File: config.mk
export PLATFORM = sky130hd
export DESIGN_NAME = ea_gen
export DESIGN_NICKNAME = d
export VERILOG_FILES = /design/src/rtl/ea_gen_pkg.sv /design/src/rtl/ea_gen_decode.sv /design/src/rtl/ea_gen_scale.sv /design/src/rtl/ea_gen.sv
export SDC_FILE = /design/constraint.sdc
export NUM_CORES = 1
export LEC_CHECK = 0
export CORE_ASPECT_RATIO = 1.4
export CORE_MARGIN = 2
export CORE_UTILIZATION = 39
export CTS_CLUSTER_DIAMETER = 120
export CTS_CLUSTER_SIZE = 20
export DETAILED_ROUTE_END_ITERATION = 7
export DONT_BUFFER_PORTS = 1
export GPL_TIMING_DRIVEN = 0
export PLACE_DENSITY = 0.58
export RECOVER_POWER = 25
export SKIP_LAST_GASP = 1
export SYNTH_ARGS = -nofsm -noshare
export SYNTH_HDL_FRONTEND = slang
export SYNTH_HIERARCHICAL = 1
export SYNTH_SLANG_ARGS = --single-unit
File: constraint.sdc
create_clock -name clk -period 13.5 [get_ports clk]
set_clock_uncertainty 0.15 [all_clocks]
set_input_delay 1.35 -clock clk [delete_from_list [all_inputs] [get_ports clk]]
set_output_delay 1.35 -clock clk [all_outputs]
set_load 0.03 [all_outputs]
File: src/rtl/ea_gen_pkg.sv
package ea_gen_pkg;
    localparam int INSTR_W    = 32;
    localparam int REF_W      = 17;
    localparam int BYTE_W     = REF_W + 2;
    localparam int OPC_W      = 7;
    localparam int RF_W       = 4;
    localparam int XSEL_W     = 3;
    localparam int IMM_W      = XSEL_W + REF_W;
    localparam int DATA_W     = 32;
    localparam int NUM_GREGS  = 16;
    localparam int REG_BYTE_LOG = $clog2(NUM_GREGS) + 2;

    typedef enum logic [1:0] {
        SZ_BYTE  = 2'd0,
        SZ_HALF  = 2'd1,
        SZ_WORD  = 2'd2,
        SZ_DWORD = 2'd3
    } opsize_e;

    typedef enum logic [1:0] {
        PH_IDLE  = 2'd0,
        PH_FETCH = 2'd1,
        PH_INDEX = 2'd2
    } phase_e;

    typedef struct packed {
        logic              indirect;
        logic [OPC_W-1:0]  opcode;
        logic [RF_W-1:0]   rfield;
        logic [XSEL_W-1:0] xsel;
        logic [REF_W-1:0]  refaddr;
    } instr_t;

    function automatic logic is_imm_opcode(input logic [OPC_W-1:0] op);
        return (op == 7'h02) || (op[OPC_W-1:2] == 5'b01000);
    endfunction
endpackage

File: src/rtl/ea_gen_decode.sv
module ea_gen_decode
    import ea_gen_pkg::*;
#(
    parameter logic [7:0] SIZE_LUT = 8'h1E
) (
    input  logic [OPC_W-1:0]  opcode,
    input  logic [XSEL_W-1:0] xsel,
    input  logic [REF_W-1:0]  refaddr,
    output logic              imm_op,
    output opsize_e           size,
    output logic [DATA_W-1:0] imm_val
);
    logic [IMM_W-1:0] imm_field;

    always_comb begin
        imm_op    = is_imm_opcode(opcode);
        imm_field = {xsel, refaddr};
        imm_val   = {{(DATA_W-IMM_W){imm_field[IMM_W-1]}}, imm_field};
        if (imm_op) begin
            size = SZ_WORD;
        end else begin
            size = opsize_e'(SIZE_LUT[{opcode[1:0], 1'b0} +: 2]);
        end
    end
endmodule

File: src/rtl/ea_gen_scale.sv
module ea_gen_scale
    import ea_gen_pkg::*;
(
    input  logic [REF_W-1:0]  base_word,
    input  logic [BYTE_W-1:0] index,
    input  logic              use_index,
    input  opsize_e           size,
    output logic [BYTE_W-1:0] ea,
    output logic              dw_odd
);
    logic [BYTE_W-1:0] scaled [4];
    logic [BYTE_W-1:0] offset;
    logic [BYTE_W-1:0] raw;

    for (genvar s = 0; s < 4; s++) begin : g_shift
        assign scaled[s] = index << s;
    end

    always_comb begin
        offset = use_index ? scaled[size] : '0;
        raw    = {base_word, 2'b00} + offset;
        dw_odd = (size == SZ_DWORD) && raw[2];
        ea     = (size == SZ_DWORD) ? {raw[BYTE_W-1:3], 3'b000} : raw;
    end
endmodule

File: src/rtl/ea_gen.sv
module ea_gen
    import ea_gen_pkg::*;
#(
    parameter logic [7:0] SIZE_LUT = 8'h1E
) (
    input  logic                  clk,
    input  logic                  rst_n,
    input  logic                  start,
    input  logic [INSTR_W-1:0]    instr,
    output logic [XSEL_W-1:0]     rf_sel,
    input  logic [BYTE_W-1:0]     rf_data,
    output logic                  mem_req,
    output logic [REF_W-1:0]      mem_addr,
    input  logic                  mem_ack,
    input  logic [REF_W-1:0]      mem_rword,
    output logic                  done,
    output logic [BYTE_W-1:0]     ea_addr,
    output logic [1:0]            op_size,
    output logic [RF_W-1:0]       dst_reg,
    output logic                  reg_operand,
    output logic                  dw_odd,
    output logic                  is_imm,
    output logic [DATA_W-1:0]     imm_val,
    output logic                  nonexist
);
    typedef struct packed {
        phase_e             phase;
        instr_t             ins;
        logic [REF_W-1:0]   base;
        logic               done;
        logic [BYTE_W-1:0]  ea;
        opsize_e            size;
        logic [RF_W-1:0]    rdst;
        logic               regop;
        logic               odd;
        logic               imm;
        logic [DATA_W-1:0]  immv;
        logic               nonex;
    } state_t;

    state_t st_d, st_q;

    instr_t            in_word;
    instr_t            dec_src;
    logic              dec_imm;
    opsize_e           dec_size;
    logic [DATA_W-1:0] dec_immv;
    logic [REF_W-1:0]  sc_base;
    logic              sc_use_idx;
    logic [BYTE_W-1:0] sc_ea;
    logic              sc_odd;

    assign in_word = instr_t'(instr);
    assign dec_src = (st_q.phase == PH_IDLE) ? in_word : st_q.ins;

    ea_gen_decode #(.SIZE_LUT(SIZE_LUT)) u_decode (
        .opcode  (dec_src.opcode),
        .xsel    (dec_src.xsel),
        .refaddr (dec_src.refaddr),
        .imm_op  (dec_imm),
        .size    (dec_size),
        .imm_val (dec_immv)
    );

    always_comb begin
        case (st_q.phase)
            PH_FETCH: sc_base = mem_rword;
            PH_INDEX: sc_base = st_q.base;
            default:  sc_base = in_word.refaddr;
        endcase
        sc_use_idx = (st_q.phase == PH_INDEX);
    end

    ea_gen_scale u_scale (
        .base_word (sc_base),
        .index     (rf_data),
        .use_index (sc_use_idx),
        .size      (dec_size),
        .ea        (sc_ea),
        .dw_odd    (sc_odd)
    );

    always_comb begin
        st_d      = st_q;
        st_d.done = 1'b0;
        unique case (st_q.phase)
            PH_IDLE: begin
                if (start) begin
                    st_d.ins  = in_word;
                    st_d.rdst = in_word.rfield;
                    if (dec_imm) begin
                        st_d.done  = 1'b1;
                        st_d.ea    = '0;
                        st_d.size  = SZ_WORD;
                        st_d.regop = 1'b0;
                        st_d.odd   = 1'b0;
                        st_d.imm   = 1'b1;
                        st_d.immv  = dec_immv;
                        st_d.nonex = in_word.indirect;
                    end else if (in_word.indirect) begin
                        st_d.phase = PH_FETCH;
                    end else if (in_word.xsel != '0) begin
                        st_d.base  = in_word.refaddr;
                        st_d.phase = PH_INDEX;
                    end else begin
                        st_d.done  = 1'b1;
                        st_d.ea    = sc_ea;
                        st_d.size  = dec_size;
                        st_d.regop = (sc_ea[BYTE_W-1:REG_BYTE_LOG] == '0);
                        st_d.odd   = sc_odd;
                        st_d.imm   = 1'b0;
                        st_d.immv  = '0;
                        st_d.nonex = 1'b0;
                    end
                end
            end
            PH_FETCH: begin
                if (mem_ack) begin
                    st_d.base = mem_rword;
                    if (st_q.ins.xsel != '0) begin
                        st_d.phase = PH_INDEX;
                    end else begin
                        st_d.phase = PH_IDLE;
                        st_d.done  = 1'b1;
                        st_d.ea    = sc_ea;
                        st_d.size  = dec_size;
                        st_d.regop = (sc_ea[BYTE_W-1:REG_BYTE_LOG] == '0);
                        st_d.odd   = sc_odd;
                        st_d.imm   = 1'b0;
                        st_d.immv  = '0;
                        st_d.nonex = 1'b0;
                    end
                end
            end
            PH_INDEX: begin
                st_d.phase = PH_IDLE;
                st_d.done  = 1'b1;
                st_d.ea    = sc_ea;
                st_d.size  = dec_size;
                st_d.regop = (sc_ea[BYTE_W-1:REG_BYTE_LOG] == '0);
                st_d.odd   = sc_odd;
                st_d.imm   = 1'b0;
                st_d.immv  = '0;
                st_d.nonex = 1'b0;
            end
            default: st_d.phase = PH_IDLE;
        endcase
    end

    always_ff @(posedge clk) begin
        if (!rst_n) begin
            st_q <= '0;
        end else begin
            st_q <= st_d;
        end
    end

    assign rf_sel      = (st_q.phase == PH_INDEX) ? st_q.ins.xsel : '0;
    assign mem_req     = (st_q.phase == PH_FETCH);
    assign mem_addr    = st_q.ins.refaddr;
    assign done        = st_q.done;
    assign ea_addr     = st_q.ea;
    assign op_size     = st_q.size;
    assign dst_reg     = st_q.rdst;
    assign reg_operand = st_q.regop;
    assign dw_odd      = st_q.odd;
    assign is_imm      = st_q.imm;
    assign imm_val     = st_q.immv;
    assign nonexist    = st_q.nonex;

    a_r4_req_held: assert property (@(posedge clk) disable iff (!rst_n)
        (mem_req && !mem_ack) |=> (mem_req && $stable(mem_addr)));

    a_r8_dw_aligned: assert property (@(posedge clk) disable iff (!rst_n)
        (done && !is_imm && op_size == SZ_DWORD) |-> (ea_addr[2:0] == 3'b000));

    a_r5_imm_no_fetch: assert property (@(posedge clk) disable iff (!rst_n)
        (done && is_imm) |-> (!$past(mem_req) && op_size == SZ_WORD && ea_addr == '0));

    a_r6_nonex_only_imm: assert property (@(posedge clk) disable iff (!rst_n)
        (done && nonexist) |-> is_imm);

    a_r9_done_pulse: assert property (@(posedge clk) disable iff (!rst_n)
        done |=> !done);

    a_r2_index_then_done: assert property (@(posedge clk) disable iff (!rst_n)
        (rf_sel != '0) |=> done);

    a_r7_reg_not_imm: assert property (@(posedge clk) disable iff (!rst_n)
        (done && reg_operand) |-> !is_imm);

    a_r10_quiet_reset: assert property (@(posedge clk)
        $past(!rst_n) |-> (!done && !mem_req));
endmodule

Yosys cells after proc, flatten, opt, wreduce, memory -nomap -nowiden
Index checks and enable logic that the tools add are counted.
{ "word_totals": {"mem_bits_rw": 0, "romBits": 0, "output_inout_bits": 83, "regBits": 109, "n_memories": 0, "inputBits": 72, "latchBits": 0, "elab_cells": 76} }
{ "classes": {"n_mul": 0, "n_div": 0, "n_reduce_logical": 12, "n_eq_ne": 14, "n_mux": 31, "bitwise_logic": 1, "n_shift": 1, "order_cmp": 1, "addsub": 1} }
{ "ops": {"columns": ["operator", "n"], "rows": [
  ["36-bit two-way mux", 5],
  ["113-bit two-way mux", 1],
  ["36-bit one-hot mux with 3 select lines", 1],
  ["39-bit two-way mux", 2],
  ["17-bit one-hot mux with 2 select lines", 2],
  ["22-bit two-way mux", 3],
  ["22-bit one-hot mux with 3 select lines", 1],
  ["19-bit two-way mux", 3],
  ["19-bit binary-select mux with 2-bit select", 1],
  ["17-bit two-way mux", 2],
  ["31-bit two-way mux", 1],
  ["19-bit adder", 1],
  ["13-bit logical NOT", 1],
  ["2-bit two-way mux", 6],
  ["6-bit AND reduction", 2],
  ["3-bit nonzero test", 3],
  ["2-bit != test (second input constant)", 4],
  ["8-bit by 4-bit variable part select with 2-bit output (first input constant)", 1],
  ["7-bit by 2-bit == test with 1-bit output (second input constant)", 1],
  ["3-bit two-way mux", 2],
  ["3-bit != test (second input constant)", 2],
  ["5-bit by 4-bit == test with 1-bit output (second input constant)", 1],
  ["2-bit == test (second input constant)", 2],
  ["2-bit by 1-bit != test with 1-bit output (second input constant)", 2],
  ["11 further kinds", 11]
]} }

Depth between registers and ports, before layout
{ "depth": {"word_depth": 17, "ltp_mapped": 25, "mapped_depth_nobuf": 21} }

Cells and area by module
The synthesis kept the hierarchy.
{ "by_module_without_submodules": {"columns": ["mod", "seq_area_each_um2", "instances", "area_each_um2", "cells_each"], "rows": [
  ["ea_gen", 2162.1, 1, 5734.2, 615],
  ["ea_gen_scale", 0.0, 1, 1268.7, 182],
  ["ea_gen_decode", 0.0, 1, 305.3, 39]
]} }

Worst setup path after synthesis
Ideal clock, no wire load.
{ "synth_timing": {"kind": "input to register", "startpoint": "in instr[25]", "endpoint": "reg st_q, in the netlist reg_operand", "cell_stages": 20, "t_required_ps": 13281, "path_buffers": 2, "slack_ps": 7556, "setup_ps": 69, "arrival_time_ps": 5725, "cell_sequence": "mux2_2 -> ha_1 -> or2_1 -> a21oi_1 -> buf_2 -> buf_2 -> nand2b_1 -> nand2_1 -> o211a_1 -> ha_1 -> fa_1 -> a211oi_1 -> o211ai_2 -> a211oi_2 -> o21ai_1 -> xnor2_1 -> or4_1 -> nor4_1 -> o2111ai_1 -> o21ai_1"} }
{ "synth_via": {"elab_chain_cells": 16, "elab_cells_between_ends": 22, "classes_between": "add/sub: 1; eq/ne: 3; shift: 1; mux: 13; bitwise: 1; reduce/logical: 3"} }
{ "synth_rtl": {"columns": ["item", "line_no", "rtl"], "rows": [
  ["start: declaration", "ea_gen.sv:9", "input logic [INSTR_W-1:0] instr,"],
  ["31-bit two-way mux *", "ea_gen.sv:54", "assign dec_src = (st_q.phase == PH_IDLE) ? in_word : st_q.ins;"],
  ["parallel branches: the longest is 2 deep, another holds 8-bit by 4-bit variable part select with 2-bit output", null, null],
  ["2-bit two-way mux *", "ea_gen_decode.sv:19", "if (imm_op) begin"],
  ["net dec_size[0]", "ea_gen.sv:46", "opsize_e dec_size;"],
  ["2-bit NOT with 3-bit output (not written as such) *", "ea_gen_scale.sv:20", "offset = use_index ? scaled[size] : '0;"],
  ["19-bit binary-select mux with 2-bit select *", "ea_gen_scale.sv:20", null],
  ["19-bit two-way mux (not written as such) * (2 in a row)", "ea_gen_scale.sv:20", null],
  ["19-bit two-way mux *", "ea_gen_scale.sv:20", null],
  ["19-bit adder *", "ea_gen_scale.sv:21", "raw = {base_word, 2'b00} + offset;"],
  ["net sc_ea[18]", "ea_gen.sv:50", "logic [BYTE_W-1:0] sc_ea;"],
  ["13-bit logical NOT *", "ea_gen.sv:109, ea_gen.sv:127, ea_gen.sv:140", null],
  ["36-bit two-way mux", "ea_gen.sv:102", "end else if (in_word.xsel != '0) begin"],
  ["36-bit two-way mux", "ea_gen.sv:100", "end else if (in_word.indirect) begin"],
  ["36-bit two-way mux", "ea_gen.sv:91", "if (dec_imm) begin"],
  ["113-bit two-way mux", "ea_gen.sv:88", "if (start) begin"],
  ["36-bit one-hot mux with 3 select lines *", "ea_gen.sv:86", "unique case (st_q.phase)"],
  ["end signal: assignment", "ea_gen.sv:154", "st_q <= st_d;"],
  ["end: declaration", "ea_gen.sv:41", "state_t st_d, st_q;"]
]} }
Mark *: on every way through the listed nets, which the timed path passes. The select of a mux whose other input is x is not followed.
A chain may end at the register's enable or synchronous reset.

==> flow_summary.toml <==
[status]
run_status = "complete, no violations"

[hold_path]
worst_hold_path.num_cells = 2
worst_hold_path_type = "register to register"

[layout]
largest_register_ff_count = 32
drive_above_1_share = 0.217
syn2layout_area_growth_pct = 7.26
ant_cells = 0
post_layout_nonfiller_instances = 1096
finish.net_count = 941

[clocking]
clkSinkCount = 108
cts_made_buffers = 9
h_tree_lvl_count = 3
cts_buffer_depth = 2
ctsRootBufferMaster = "sky130_fd_sc_hd__clkbuf_16"
clock_insertion_delay_worst_skew_ns = 0.35
cts.repair_timing.setup_buffer_count = 0
cts-resized-gates = 0
ctsHoldBuffers = 0
tritoncts = "yes"
clk_pin_slew_ns = 0.07

[synth]
synthesis.instances = 836
synth_area_per_cell_um2 = 8.74
ys_seq_area_frac = 0.296
ys_ff_latch = 108
ys_async_sr_fraction = 0
synthFlopType = "sky130_fd_sc_hd__dfxtp_1"
mappedNetlistNets = 930
ys.warnings.count = 6
number_of_enable_flip_flop_cells_after_synthesis = 0
synth.lib_cells_used.distinct = 63
netlist_area_um2 = 7310

[timing]
rsz0062_at_grt = "false"
post-route-min-period_ns = 6.94
slew_viol_final = 0
slew-limit-headroom = 0.543
timing.fmax_ghz = 0.144
fin_setup_tns_ns = 0
pin_slew_with_the_least_headroom_to_its_limit_ns = 0.683
hold_viol_final = 0
min_period_over_period = 0.514
setup_viol_count_final = 0

[power]
internal-power_mw = 0.683
clock_power_share = 0.260
combinationalPowerShare = 0.424
peakVddDrop_v = 0.0000628
power.density_cell_area_nw_per_um2 = 143
sw_pwr_mw = 0.434
p_seq_frac = 0.316
leakagePower_nw = 3.46
switching_share = 0.388

[global_routing]
globalRouteOverflowTotal = 0
vias_in_the_first_global_route = 5655
grt_first_pass_wirelength_um = 31500
number_of_antenna_violations_at_the_first_check_in_global_routing = 0
grt_max_degree = 19
track_usage = 0.202

[setup_path]
critical_path.startpoint_type = "register"
worst-endpoint-required_ns = 13.63
reg2regPathDepth = 24
crit_type = "register to register"
crit_fanout = 10
critical_path_arrival_ns = 7.08
rrSetupSlack_ns = 6.56
critPathCaptureType = "register"

[place]
dpl.cell_count = 1080
placement.io_buffers = 0
place.gp.congestion = 0.896
hpwl_after_detailed_placement_um = 16100

[die]
coreArea_um2 = 18500
fp.dieArea_um2 = 19900
std_cell_rows = 59
fp.dieW_um = 120
floorplan.io_pins = 155
initial_core_util = 0.396
dieHeight_um = 166

[routing]
drc = 0
wl_met2_um = 10000
route.final.wire_length_um = 20400
average_vias_per_placed_instance = 5.43
topRoutingLayerUsed = "met4"
wl_per_cell_um = 18.6
vias = 5956
detailroute.wirelength.met3_um = 1270
drt.antenna.violating_nets = 0
met1Wirelength_um = 8290
dr.first_iter.drc_count = 352
detail_route.first_pass.iterations = 5

[flow_run]
cap_violations = 0
-- path summary, 6_finish.rpt --
check	start	endpoint
setup / recovery	st_q[111]	reg_operand
hold / removal	dst_reg[2]	dst_reg[2]
setup reg to reg	st_q[111]	reg_operand
hold reg to reg	dst_reg[2]	dst_reg[2]
-- logic make-up after synthesis --
logic type | count (synthesis) | share of synthesized area
AO/OA/AOI/OAI | 248 | 0.285
XOR/XNOR | 13 | 0.0156
adder cells (fa/ha/maj) | 22 | 0.0387
buffers and inverters | 180 | 0.156
flip-flops | 108 | 0.296
multiplexers | 46 | 0.0681
AND/OR/NAND/NOR | 219 | 0.141
-- worst max-delay path, cell delays in order (launching register included) --
cell                        delay, ns
sky130_fd_sc_hd__dfxtp_1         0.35
sky130_fd_sc_hd__inv_1           0.09
sky130_fd_sc_hd__ha_1            0.14
sky130_fd_sc_hd__buf_4           0.15
sky130_fd_sc_hd__clkbuf_1        0.46
sky130_fd_sc_hd__mux2_2          0.41
sky130_fd_sc_hd__ha_1            0.17
sky130_fd_sc_hd__or2_1           0.25
sky130_fd_sc_hd__a21oi_1         0.53
sky130_fd_sc_hd__buf_2           0.40
sky130_fd_sc_hd__buf_2           0.33
sky130_fd_sc_hd__nand2b_1        0.17
sky130_fd_sc_hd__nand2_1         0.06
sky130_fd_sc_hd__o211a_1         0.14
sky130_fd_sc_hd__ha_1            0.22
sky130_fd_sc_hd__fa_1            0.46
sky130_fd_sc_hd__a211oi_1        0.42
sky130_fd_sc_hd__o211ai_2        0.17
sky130_fd_sc_hd__a211oi_2        0.38
sky130_fd_sc_hd__o21ai_1         0.16
sky130_fd_sc_hd__xnor2_1         0.19
sky130_fd_sc_hd__or4_1           0.52
sky130_fd_sc_hd__nor4_1          0.22
sky130_fd_sc_hd__o2111ai_1       0.16
sky130_fd_sc_hd__o21ai_1         0.15
-- cells in the final DEF (no fill, tap or decap), types with 17 or more instances in the layout --
cell type	n
sky130_fd_sc_hd__a21boi_0	33
sky130_fd_sc_hd__a21oi_1	34
sky130_fd_sc_hd__a22o_1	33
sky130_fd_sc_hd__a22oi_1	34
sky130_fd_sc_hd__buf_2	17
sky130_fd_sc_hd__buf_4	84
sky130_fd_sc_hd__clkbuf_1	61
sky130_fd_sc_hd__dfxtp_1	108
sky130_fd_sc_hd__ha_1	21
sky130_fd_sc_hd__mux2_2	30
sky130_fd_sc_hd__nand2_1	119
sky130_fd_sc_hd__nand3_1	20
sky130_fd_sc_hd__nor2_1	29
sky130_fd_sc_hd__o211a_1	21
sky130_fd_sc_hd__o211ai_1	27
sky130_fd_sc_hd__o41ai_2	20
-- synth_stat cells, types with 5 or more instances --
| library cell | count | area, um^2 |
|---|---|---|
| sky130_fd_sc_hd__nand2_1 | 119 | 447 |
| sky130_fd_sc_hd__buf_4 | 110 | 826 |
| sky130_fd_sc_hd__dfxtp_1 | 108 | 2160 |
| sky130_fd_sc_hd__a21oi_1 | 34 | 170 |
| sky130_fd_sc_hd__a22oi_1 | 34 | 255 |
| sky130_fd_sc_hd__clkbuf_1 | 34 | 128 |
| sky130_fd_sc_hd__a21boi_0 | 33 | 248 |
| sky130_fd_sc_hd__a22o_1 | 33 | 289 |
| sky130_fd_sc_hd__mux2_2 | 30 | 338 |
| sky130_fd_sc_hd__nor2_1 | 29 | 109 |
| sky130_fd_sc_hd__o211ai_1 | 27 | 203 |
| sky130_fd_sc_hd__ha_1 | 21 | 263 |
| sky130_fd_sc_hd__o211a_1 | 21 | 210 |
| sky130_fd_sc_hd__nand3_1 | 20 | 100 |
| sky130_fd_sc_hd__o41ai_2 | 20 | 325 |
| sky130_fd_sc_hd__buf_2 | 18 | 90.1 |
| sky130_fd_sc_hd__mux2i_1 | 16 | 160 |
| sky130_fd_sc_hd__and3_1 | 13 | 81.3 |
| sky130_fd_sc_hd__inv_1 | 9 | 33.8 |
| sky130_fd_sc_hd__o21ai_0 | 9 | 45.0 |
| sky130_fd_sc_hd__a21o_1 | 7 | 52.6 |
| sky130_fd_sc_hd__and2_1 | 7 | 43.8 |
| sky130_fd_sc_hd__xor2_1 | 7 | 61.3 |
| sky130_fd_sc_hd__xnor2_1 | 6 | 52.6 |
| sky130_fd_sc_hd__nand2b_1 | 5 | 31.3 |
| sky130_fd_sc_hd__nor3_1 | 5 | 25.0 |
-- area by class of cell --
class	count	area (um^2)
clock inverter	7	98.8
buffer	169	1000
sequential	108	2160
fill	1913	10600
multi-input combinational	548	4010
clock buffer	9	225
tap	244	305
inverter	11	41.3
-- metrics by stage --
step	cell area, um^2	power [mW]	setup WS (ns)	utilization	hold slack, ns
6_report	7840	1.12	6.56	0.425	0.315
5_1_grt	7840	1.18	6.11	0.425	0.336
4_1_cts	7940	1.13	6.52	0.430	0.320
3_5_place_dp	7610	0.836	6.54	0.413	0.309
3_3_place_gp	7610	0.835	6.56	0.413	0.300
2_1_floorplan	7310	0.730	7.56	-	0.291
-- power by group through the flow --
stage / Combinational, mW / Clock [mW] / Sequential [mW]
finish: 0.474 / 0.291 / 0.353
global route: 0.518 / 0.311 / 0.355
CTS: 0.478 / 0.299 / 0.353
detailed placement: 0.476 / 0 / 0.360
global placement: 0.476 / 0 / 0.360
floorplan: 0.374 / 0 / 0.356
-- routing by layer --
metal / up-vias / global-route usage
met2: 209 / 0.350
li1: 2950 / -
met4: 0 / 0.0859
met3: 43 / 0.0426
met5: - / 0
met1: 2754 / 0.238
(Power assumes the default switching activity.)
